### src/rtl/regbank_pkg.sv
package regbank_pkg;

  localparam int RB_DW = 16;
  localparam int RB_CW = 2;
  localparam int RB_IW = 2;

  typedef enum logic [1:0] {
    RC_V = 2'b00,
    RC_T = 2'b01,
    RC_A = 2'b10,
    RC_P = 2'b11
  } rclass_e;

  // Starting content of a slot, slot = {class, index}
  function automatic logic [RB_DW-1:0] slot_init(input int slot);
    logic [RB_DW-1:0] v;
    case (slot)
      0:       v = 16'h0040;
      1:       v = 16'h1010;
      2:       v = 16'h000F;
      3:       v = 16'h00F0;
      8:       v = 16'h0010;
      9:       v = 16'h0005;
      default: v = '0;
    endcase
    return v;
  endfunction

endpackage

### src/rtl/regbank_rstsync.sv
module regbank_rstsync (
  input  logic clk,
  input  logic rst_n,
  output logic rst_q
);
  logic [1:0] sync_q;
  logic [1:0] sync_d;

  always_comb begin
    sync_d = {sync_q[0], 1'b1};
  end

  // Flops share the falling edge with the storage so release aligns to it
  always_ff @(negedge clk or negedge rst_n) begin
    if (!rst_n) sync_q <= '0;
    else        sync_q <= sync_d;
  end

  assign rst_q = sync_q[1];
endmodule

### src/rtl/regbank_decode.sv
module regbank_decode #(
  parameter int CW = regbank_pkg::RB_CW,
  parameter int IW = regbank_pkg::RB_IW,
  localparam int AW = CW + IW,
  localparam int NREG = 1 << AW
) (
  input  logic            wr_en,
  input  logic [AW-1:0]   wr_slot,
  input  logic            bl_en,
  input  logic [IW-1:0]   bl_idx,
  input  logic            cmb_en,
  input  logic [AW-1:0]   cmb_slot,
  output logic [NREG-1:0] wr_hit,
  output logic [NREG-1:0] bl_hit,
  output logic [NREG-1:0] cmb_hit
);
  import regbank_pkg::*;

  localparam logic [AW-1:0] ZERO_SLOT = {CW'(RC_T), IW'(1)};

  logic [AW-1:0] bl_slot;

  always_comb begin
    bl_slot = {CW'(RC_P), bl_idx};
  end

  for (genvar i = 0; i < NREG; i++) begin : g_hit
    if (i == int'(ZERO_SLOT)) begin : g_zero
      always_comb begin
        wr_hit[i]  = 1'b0;
        bl_hit[i]  = 1'b0;
        cmb_hit[i] = 1'b0;
      end
    end else begin : g_live
      always_comb begin
        wr_hit[i]  = wr_en  && (wr_slot  == AW'(i));
        bl_hit[i]  = bl_en  && (bl_slot  == AW'(i));
        cmb_hit[i] = cmb_en && (cmb_slot == AW'(i));
      end
    end
  end
endmodule

### src/rtl/regbank_join.sv
module regbank_join #(
  parameter int DW = regbank_pkg::RB_DW,
  localparam int BW = DW / 2
) (
  input  logic [BW-1:0] lo_byte,
  input  logic [BW-1:0] hi_byte,
  output logic [DW-1:0] word
);
  always_comb begin
    word = {hi_byte, lo_byte};
  end
endmodule

### src/rtl/regbank_store.sv
module regbank_store #(
  parameter int DW = regbank_pkg::RB_DW,
  parameter int CW = regbank_pkg::RB_CW,
  parameter int IW = regbank_pkg::RB_IW,
  localparam int AW = CW + IW,
  localparam int NREG = 1 << AW,
  localparam int BW = DW / 2
) (
  input  logic            clk,
  input  logic            rst_q,
  input  logic [NREG-1:0] wr_hit,
  input  logic [NREG-1:0] bl_hit,
  input  logic [NREG-1:0] cmb_hit,
  input  logic [DW-1:0]   wr_data,
  input  logic [BW-1:0]   bl_imm,
  input  logic [DW-1:0]   cmb_word,
  input  logic [AW-1:0]   rd0_slot,
  input  logic [AW-1:0]   rd1_slot,
  output logic [DW-1:0]   rd0_data,
  output logic [DW-1:0]   rd1_data,
  output logic [BW-1:0]   p0_lo,
  output logic [BW-1:0]   p1_lo,
  output logic [DW-1:0]   a0_word
);
  import regbank_pkg::*;

  localparam int ZERO_SLOT = int'({CW'(RC_T), IW'(1)});
  localparam int A0_SLOT   = int'({CW'(RC_A), IW'(0)});
  localparam int P0_SLOT   = int'({CW'(RC_P), IW'(0)});
  localparam int P1_SLOT   = int'({CW'(RC_P), IW'(1)});

  logic [DW-1:0]   mem   [NREG];
  logic [DW-1:0]   mem_d [NREG];
  logic [NREG-1:0] mem_en;

  for (genvar i = 0; i < NREG; i++) begin : g_slot
    // Next state: combine over byte load over general write
    always_comb begin
      mem_en[i] = wr_hit[i] || bl_hit[i] || cmb_hit[i];
      if (cmb_hit[i])     mem_d[i] = cmb_word;
      else if (bl_hit[i]) mem_d[i] = {{(DW-BW){1'b0}}, bl_imm};
      else                mem_d[i] = wr_data;
    end

    always_ff @(negedge clk or negedge rst_q) begin
      if (!rst_q)         mem[i] <= slot_init(i);
      else if (mem_en[i]) mem[i] <= mem_d[i];
    end


    cmb_land_chk: assert property (@(negedge clk) disable iff (!rst_q)
      cmb_hit[i] |=> (mem[i] == $past(cmb_word)));


    bl_land_chk: assert property (@(negedge clk) disable iff (!rst_q)
      (bl_hit[i] && !cmb_hit[i]) |=> (mem[i] == {{(DW-BW){1'b0}}, $past(bl_imm)}));


    wr_land_chk: assert property (@(negedge clk) disable iff (!rst_q)
      (wr_hit[i] && !bl_hit[i] && !cmb_hit[i]) |=> (mem[i] == $past(wr_data)));
  end

  always_comb begin
    rd0_data = (int'(rd0_slot) == ZERO_SLOT) ? '0 : mem[rd0_slot];
    rd1_data = (int'(rd1_slot) == ZERO_SLOT) ? '0 : mem[rd1_slot];
    p0_lo    = mem[P0_SLOT][BW-1:0];
    p1_lo    = mem[P1_SLOT][BW-1:0];
    a0_word  = mem[A0_SLOT];
  end


  zero_hold_chk: assert property (@(negedge clk) disable iff (!rst_q)
    (wr_hit[ZERO_SLOT] || !wr_hit[ZERO_SLOT]) |=> (mem[ZERO_SLOT] == '0));
endmodule

### src/rtl/regbank_top.sv
module regbank_top #(
  parameter int DW = regbank_pkg::RB_DW,
  parameter int CW = regbank_pkg::RB_CW,
  parameter int IW = regbank_pkg::RB_IW,
  localparam int AW = CW + IW,
  localparam int NREG = 1 << AW,
  localparam int BW = DW / 2
) (
  input  logic          clk,
  input  logic          rst_n,
  input  logic [CW-1:0] rd0_cls,
  input  logic [IW-1:0] rd0_idx,
  output logic [DW-1:0] rd0_data,
  input  logic [CW-1:0] rd1_cls,
  input  logic [IW-1:0] rd1_idx,
  output logic [DW-1:0] rd1_data,
  input  logic          wr_en,
  input  logic [CW-1:0] wr_cls,
  input  logic [IW-1:0] wr_idx,
  input  logic [DW-1:0] wr_data,
  input  logic          bl_en,
  input  logic [IW-1:0] bl_idx,
  input  logic [BW-1:0] bl_imm,
  input  logic          cmb_en,
  input  logic [CW-1:0] cmb_cls,
  input  logic [IW-1:0] cmb_idx,
  output logic [DW-1:0] st_word,
  output logic [DW-1:0] st_addr
);
  import regbank_pkg::*;

  localparam logic [AW-1:0] ZERO_SLOT = {CW'(RC_T), IW'(1)};
  localparam logic [AW-1:0] A0_SLOT   = {CW'(RC_A), IW'(0)};

  logic            rst_q;
  logic [NREG-1:0] wr_hit;
  logic [NREG-1:0] bl_hit;
  logic [NREG-1:0] cmb_hit;
  logic [BW-1:0]   p0_lo;
  logic [BW-1:0]   p1_lo;
  logic [DW-1:0]   cmb_word;
  logic [DW-1:0]   a0_word;
  logic [AW-1:0]   rd0_slot;
  logic [AW-1:0]   rd1_slot;
  logic [AW-1:0]   wr_slot;
  logic [AW-1:0]   cmb_slot;
  logic            wr_go;
  logic            bl_go;
  logic            cmb_go;

  always_comb begin
    rd0_slot = {rd0_cls, rd0_idx};
    rd1_slot = {rd1_cls, rd1_idx};
    wr_slot  = {wr_cls, wr_idx};
    cmb_slot = {cmb_cls, cmb_idx};
    wr_go    = wr_en  && rst_q;
    bl_go    = bl_en  && rst_q;
    cmb_go   = cmb_en && rst_q;
  end

  regbank_rstsync u_rstsync (
    .clk   (clk),
    .rst_n (rst_n),
    .rst_q (rst_q)
  );

  regbank_decode #(.CW(CW), .IW(IW)) u_decode (
    .wr_en    (wr_go),
    .wr_slot  (wr_slot),
    .bl_en    (bl_go),
    .bl_idx   (bl_idx),
    .cmb_en   (cmb_go),
    .cmb_slot (cmb_slot),
    .wr_hit   (wr_hit),
    .bl_hit   (bl_hit),
    .cmb_hit  (cmb_hit)
  );

  regbank_join #(.DW(DW)) u_join (
    .lo_byte (p0_lo),
    .hi_byte (p1_lo),
    .word    (cmb_word)
  );

  regbank_store #(.DW(DW), .CW(CW), .IW(IW)) u_store (
    .clk      (clk),
    .rst_q    (rst_q),
    .wr_hit   (wr_hit),
    .bl_hit   (bl_hit),
    .cmb_hit  (cmb_hit),
    .wr_data  (wr_data),
    .bl_imm   (bl_imm),
    .cmb_word (cmb_word),
    .rd0_slot (rd0_slot),
    .rd1_slot (rd1_slot),
    .rd0_data (rd0_data),
    .rd1_data (rd1_data),
    .p0_lo    (p0_lo),
    .p1_lo    (p1_lo),
    .a0_word  (a0_word)
  );

  always_comb begin
    st_word = cmb_word;
    st_addr = a0_word;
  end


  zero_rd0_chk: assert property (@(posedge clk) disable iff (!rst_q)
    (rd0_slot == ZERO_SLOT) |-> (rd0_data == '0));


  zero_rd1_chk: assert property (@(posedge clk) disable iff (!rst_q)
    (rd1_slot == ZERO_SLOT) |-> (rd1_data == '0));


  st_addr_chk: assert property (@(posedge clk) disable iff (!rst_q)
    (rd0_slot == A0_SLOT) |-> (rd0_data == st_addr));
endmodule

### config.mk
export PLATFORM = sky130hd
export DESIGN_NAME = regbank_top
export DESIGN_NICKNAME = d
export VERILOG_FILES = /design/src/rtl/regbank_pkg.sv /design/src/rtl/regbank_rstsync.sv /design/src/rtl/regbank_decode.sv /design/src/rtl/regbank_join.sv /design/src/rtl/regbank_store.sv /design/src/rtl/regbank_top.sv
export SDC_FILE = /design/constraint.sdc
export NUM_CORES = 1
export LEC_CHECK = 0
export BUFFER_PORTS_ARGS = -buffer_cell sky130_fd_sc_hd__buf_4
export CAP_MARGIN = 30
export CORE_ASPECT_RATIO = 1.1
export CORE_MARGIN = 3
export CORE_UTILIZATION = 56
export DETAILED_ROUTE_END_ITERATION = 16
export HOLD_SLACK_MARGIN = 0.02
export PLACE_DENSITY = 0.89
export SLEW_MARGIN = 10
export SYNTH_ARGS = -nofsm -noshare
export SYNTH_HDL_FRONTEND = slang
export SYNTH_SLANG_ARGS = --single-unit
### constraint.sdc
create_clock -name clk -period 7.54 [get_ports clk]
set_clock_uncertainty 0.1 [all_clocks]
set_input_delay 1.131 -clock clk [delete_from_list [all_inputs] [get_ports clk]]
set_output_delay 1.131 -clock clk [all_outputs]
set_load 0.01 [all_outputs]
---- Word-level counts from Yosys, hierarchy flattened ----
Index checks and enable logic that the tools add are counted.
word-level totals
  flip-flop bits (word level) ............. 242
  word-level logic and storage cells ...... 146
  output and inout port bits .............. 64
  input port bits ......................... 47
operators by class
  multiplexer cells ....................... 28
  reductions and logical operators ........ 63
  equality and inequality tests ........... 33
  bitwise logic cells ..................... 3
  $lt $le $gt $ge ......................... 2
operators by type and width
  kind                                                             count
  16-bit two-way mux                                               26
  16-bit binary-select mux with 4-bit select                       2
  4-bit == test, second input constant                             18
  1-bit logical AND                                                38
  4-bit by 3-bit == test with 1-bit output, second input constant  6
  1-bit logical OR                                                 20
  4-bit by 2-bit == test with 1-bit output, second input constant  4
  4-bit logical NOT                                                3
  5-bit greater-or-equal comparator, second input constant         2
  4-bit NOT with 5-bit output                                      2
  4-bit by 1-bit == test with 1-bit output, second input constant  2
  2-bit == test, second input constant                             2
  2-bit by 1-bit == test with 1-bit output, second input constant  1
  2-bit logical NOT                                                1
  2-bit AND reduction                                              1
  1-bit NOT                                                        1

---- Logic depth before layout (Yosys ltp) ----
  word-level depth ........................ 5
  gate-level depth with buffers ........... 8
  depth with buffers taken out ............ 4

---- Cells and area by module ----
A second synthesis with hierarchy kept.
second synthesis, totals
  cells, all modules ...................... 1,768
  area, all modules ....................... 17,601.9 um^2
modules (own cells, without submodules)
  module           area each (um^2)  sequential area each (um^2)  cells an instance  times used
  regbank_store    17,040.1          6,048.3                      1,682              1
  regbank_decode   369.1             0.0                          64                 1
  regbank_join     120.1             0.0                          16                 1
  regbank_rstsync  53.8              50.0                         3                  1
  regbank_top      18.8              0.0                          3                  1

==> qor.yml <==
setup_path:
  r2r_start: "u_rstsync.sync_q[1]"
  cp_slowest_cell: "a221oi_1"
  crit_chain: "buf_4 > mux2i_1 > a221oi_1 > a21oi_1 > o211ai_1 > buf_4"
  crit_path_start_kind: "flip-flop"
  end_kind: "output port"
  worst_path_most_repeated_cell: "buf_4"
  arrival_ns: 6.17
  setup.worst_path.start: "u_store.p0_lo[4]"
  worstSetupPathType: "flip-flop to output port"
  crit_required_ns: 6.31
  max_stage_delay_ns: 0.54
  worstPathMaxFanout: 18
synth:
  postSynthCellCount: 1668
  synth_cell_types: 53
  synthesis.nets: 1715
  async_flop_share_pct: 100
  ys_seq_area_share_pct: 37.3
  synth-edff-count: 0
  avgSynthCellArea_um2: 9.75
  syn_area_mm2: 0.0163
  ys_seq_elements: 242
  ys_warn_count: 0
  synth_ff_type: "dfrtn_1"
clock_tree:
  cts.reportedPaths.clkPinSlew_ns: 0.04
  clkLatencyLatePin_ns: 0.54
  cts_tree: "yes"
  cts-hold-fix-buffers: 0
  cts_sinks: 242
  cts-htree-levels: 1
  numCtsBuffers: 26
  clock_path_buffers: 3
  cts-root-buf: "clkbuf_16"
floorplan:
  die_area_mm2: 0.0311
  die_x_um: 169
  core_area_mm2: 0.0282
  rows: 64
  die_h_um: 185
  num_io_pins: 111
  floorplan.initialDensity_pct: 57.7
place:
  place_congestion: 0.948
  port-buffer-count: 110
  pre_cts_ws_ns: 0.727
  place_area_mm2: 0.0170
  place_hpwl_mm: 35.2
  dp_cells: 1978
sta:
  worstMarginPinSlew_ns: 1.02
  finalHoldViolCount: 0
  setup_viol: 0
  setup_slack_ns: 0.144
  rsz0062_at_grt: "no"
  slew_headroom_pct: 31.6
  slew_violations: 0
grt:
  grt_pass1_vias: 14900
  grt_first_pass_wirelength_mm: 83.8
  antenna_found_initial: 2
  track_usage_pct: 34.1
  grt_overflow: 0
  grt_max_degree: 173
drt:
  route.vias.total: 14900
  drc: 0
  vias_per_cell: 7.27
  dr.first_iter.drc_count: 2411
  wirelength_mm: 54.6
  detail-route-antenna-nets: 0
  drt_first_pass_iters: 6
  wl_per_cell_um: 26.7
finish:
  post-route-util_pct: 63.8
  final_area_mm2: 0.0180
  layout_commonest_cell: "mux2i_1"
  nFillCells: 2090
  seq_area_mm2: 0.00607
  layout.nets: 1709
  finalNonFillerCells: 2044
  syn2layout_area_growth_pct: 10.5
  final_cell_mix: "mux2i_1 (278), dfrtn_1 (228), nand2_1 (195)"
  drive_gt1_share_pct: 21.4
  multi_input_area_mm2: 0.00910
  n_antenna_cell: 0
flow_run:
  cap_violations: 0
pwr:
  power_mw: 4.89
  vdd_ir_drop_max_mv: 0.172
  powerDensity_mw_per_mm2: 272
  p_leak_nw: 7.63
run_status:
  status: "finished, final reports clean"
hold_path:
  hp-class: "flip-flop to asynchronous set/reset pin"
==> cell usage after synthesis (10+ instances only) <==
| cell type | number | share of area (%) |
|---|---|---|
| a211oi_1 | 16 | 0.74 |
| a21oi_1 | 86 | 2.6 |
| a221oi_1 | 23 | 1.2 |
| a22o_1 | 10 | 0.54 |
| buf_1 | 14 | 0.32 |
| buf_2 | 30 | 0.92 |
| buf_4 | 52 | 2.4 |
| clkbuf_1 | 110 | 2.5 |
| dfrtn_1 | 228 | 35 |
| dfstp_2 | 14 | 2.3 |
| inv_1 | 14 | 0.32 |
| mux2_2 | 42 | 2.9 |
| mux2i_1 | 278 | 17 |
| mux4_2 | 64 | 8.9 |
| nand2_1 | 196 | 4.5 |
| nand2b_1 | 16 | 0.62 |
| nand3_1 | 26 | 0.80 |
| nor2_1 | 86 | 2.0 |
| nor3_1 | 24 | 0.74 |
| o211ai_1 | 23 | 1.1 |
| o21ai_0 | 179 | 5.5 |
| o221ai_1 | 13 | 0.70 |
| o22ai_1 | 29 | 1.1 |
| o31a_1 | 10 | 0.54 |
==> power breakdown <==
part | total, mW | switching, mW | internal [mW]
Combinational | 1.52 | 0.812 | 0.711
Clock | 1.32 | 0.576 | 0.748
Sequential | 2.05 | 0.340 | 1.71
==> worst paths after layout <==
check | cells after the start | end | slack, ns
hold reg to reg | 0 | u_store.mem[4] | 0.08
max in group asynchronous | 1 | u_rstsync.sync_q[1] | 3.30
min in group clk | 0 | u_rstsync.sync_q[1] | 0.20
setup / recovery | 6 | rd1_data[4] | 0.14
setup reg to reg | 6 | u_store.mem[21] | 4.35
hold / removal | 0 | u_store.mem[4] | 0.08
==> logic make-up after synthesis <==
kind of cell / share of synthesized area, %
AND/OR/NAND/NOR: 11.0
buffers and inverters: 7.09
other: 0.0231
AO/OA/AOI/OAI: 15.7
flip-flops: 37.3
multiplexers: 28.9
==> critical path: cells and delay by family, from the launching register on <==
kind                   cells  cell delay, ns
multiplexers               1            0.11
buffers and inverters      2            0.43
flip-flops                 1            0.39
AO/OA/AOI/OAI              3            0.93
==> through the flow <==
stage | hold WS (ns) | TNS [ns]
after floorplan | 0.192 | -6.29
after global placement | 0.0798 | 0
after detailed placement | 0.0820 | 0
after CTS | 0.0893 | 0
after global routing | 0.106 | 0
final | 0.0809 | 0
==> state kept, by name, indices dropped and copies added (netlist names) <==
| register | flops |
|---|---|
| u_rstsync.sync_q | 2 |
| u_store.a0_word | 16 |
| u_store.mem | 208 |
| u_store.p0_lo | 8 |
| u_store.p1_lo | 8 |
==> cell type report <==
cell class                 count  area share [%]
tap                          363            2.53
multi-input combinational   1197            50.6
inverter                      13           0.271
sequential                   242            33.8
timing repair buffer         168            7.82
clock buffer                  38            4.50
clock inverter                23           0.494
==> metal layers <==
layer	up-vias	wire [µm]	global-route usage [%]	part of all wire, %
met5	-	15	0	0.027
met2	1444	24100	52.3	44
met4	2	3600	19.5	6.6
met3	342	7820	9.37	14
li1	6037	-	-	-
met1	7041	19000	43.8	35
==> what timing repair did <==
| action | CTS | global route |
|---|---|---|
| resized for setup | 0 | 1 |
| endpoints found under the setup margin | 0 | 2 |
| buffers inserted | 0 | 2 |
Power figures use the tool's default switching activity.
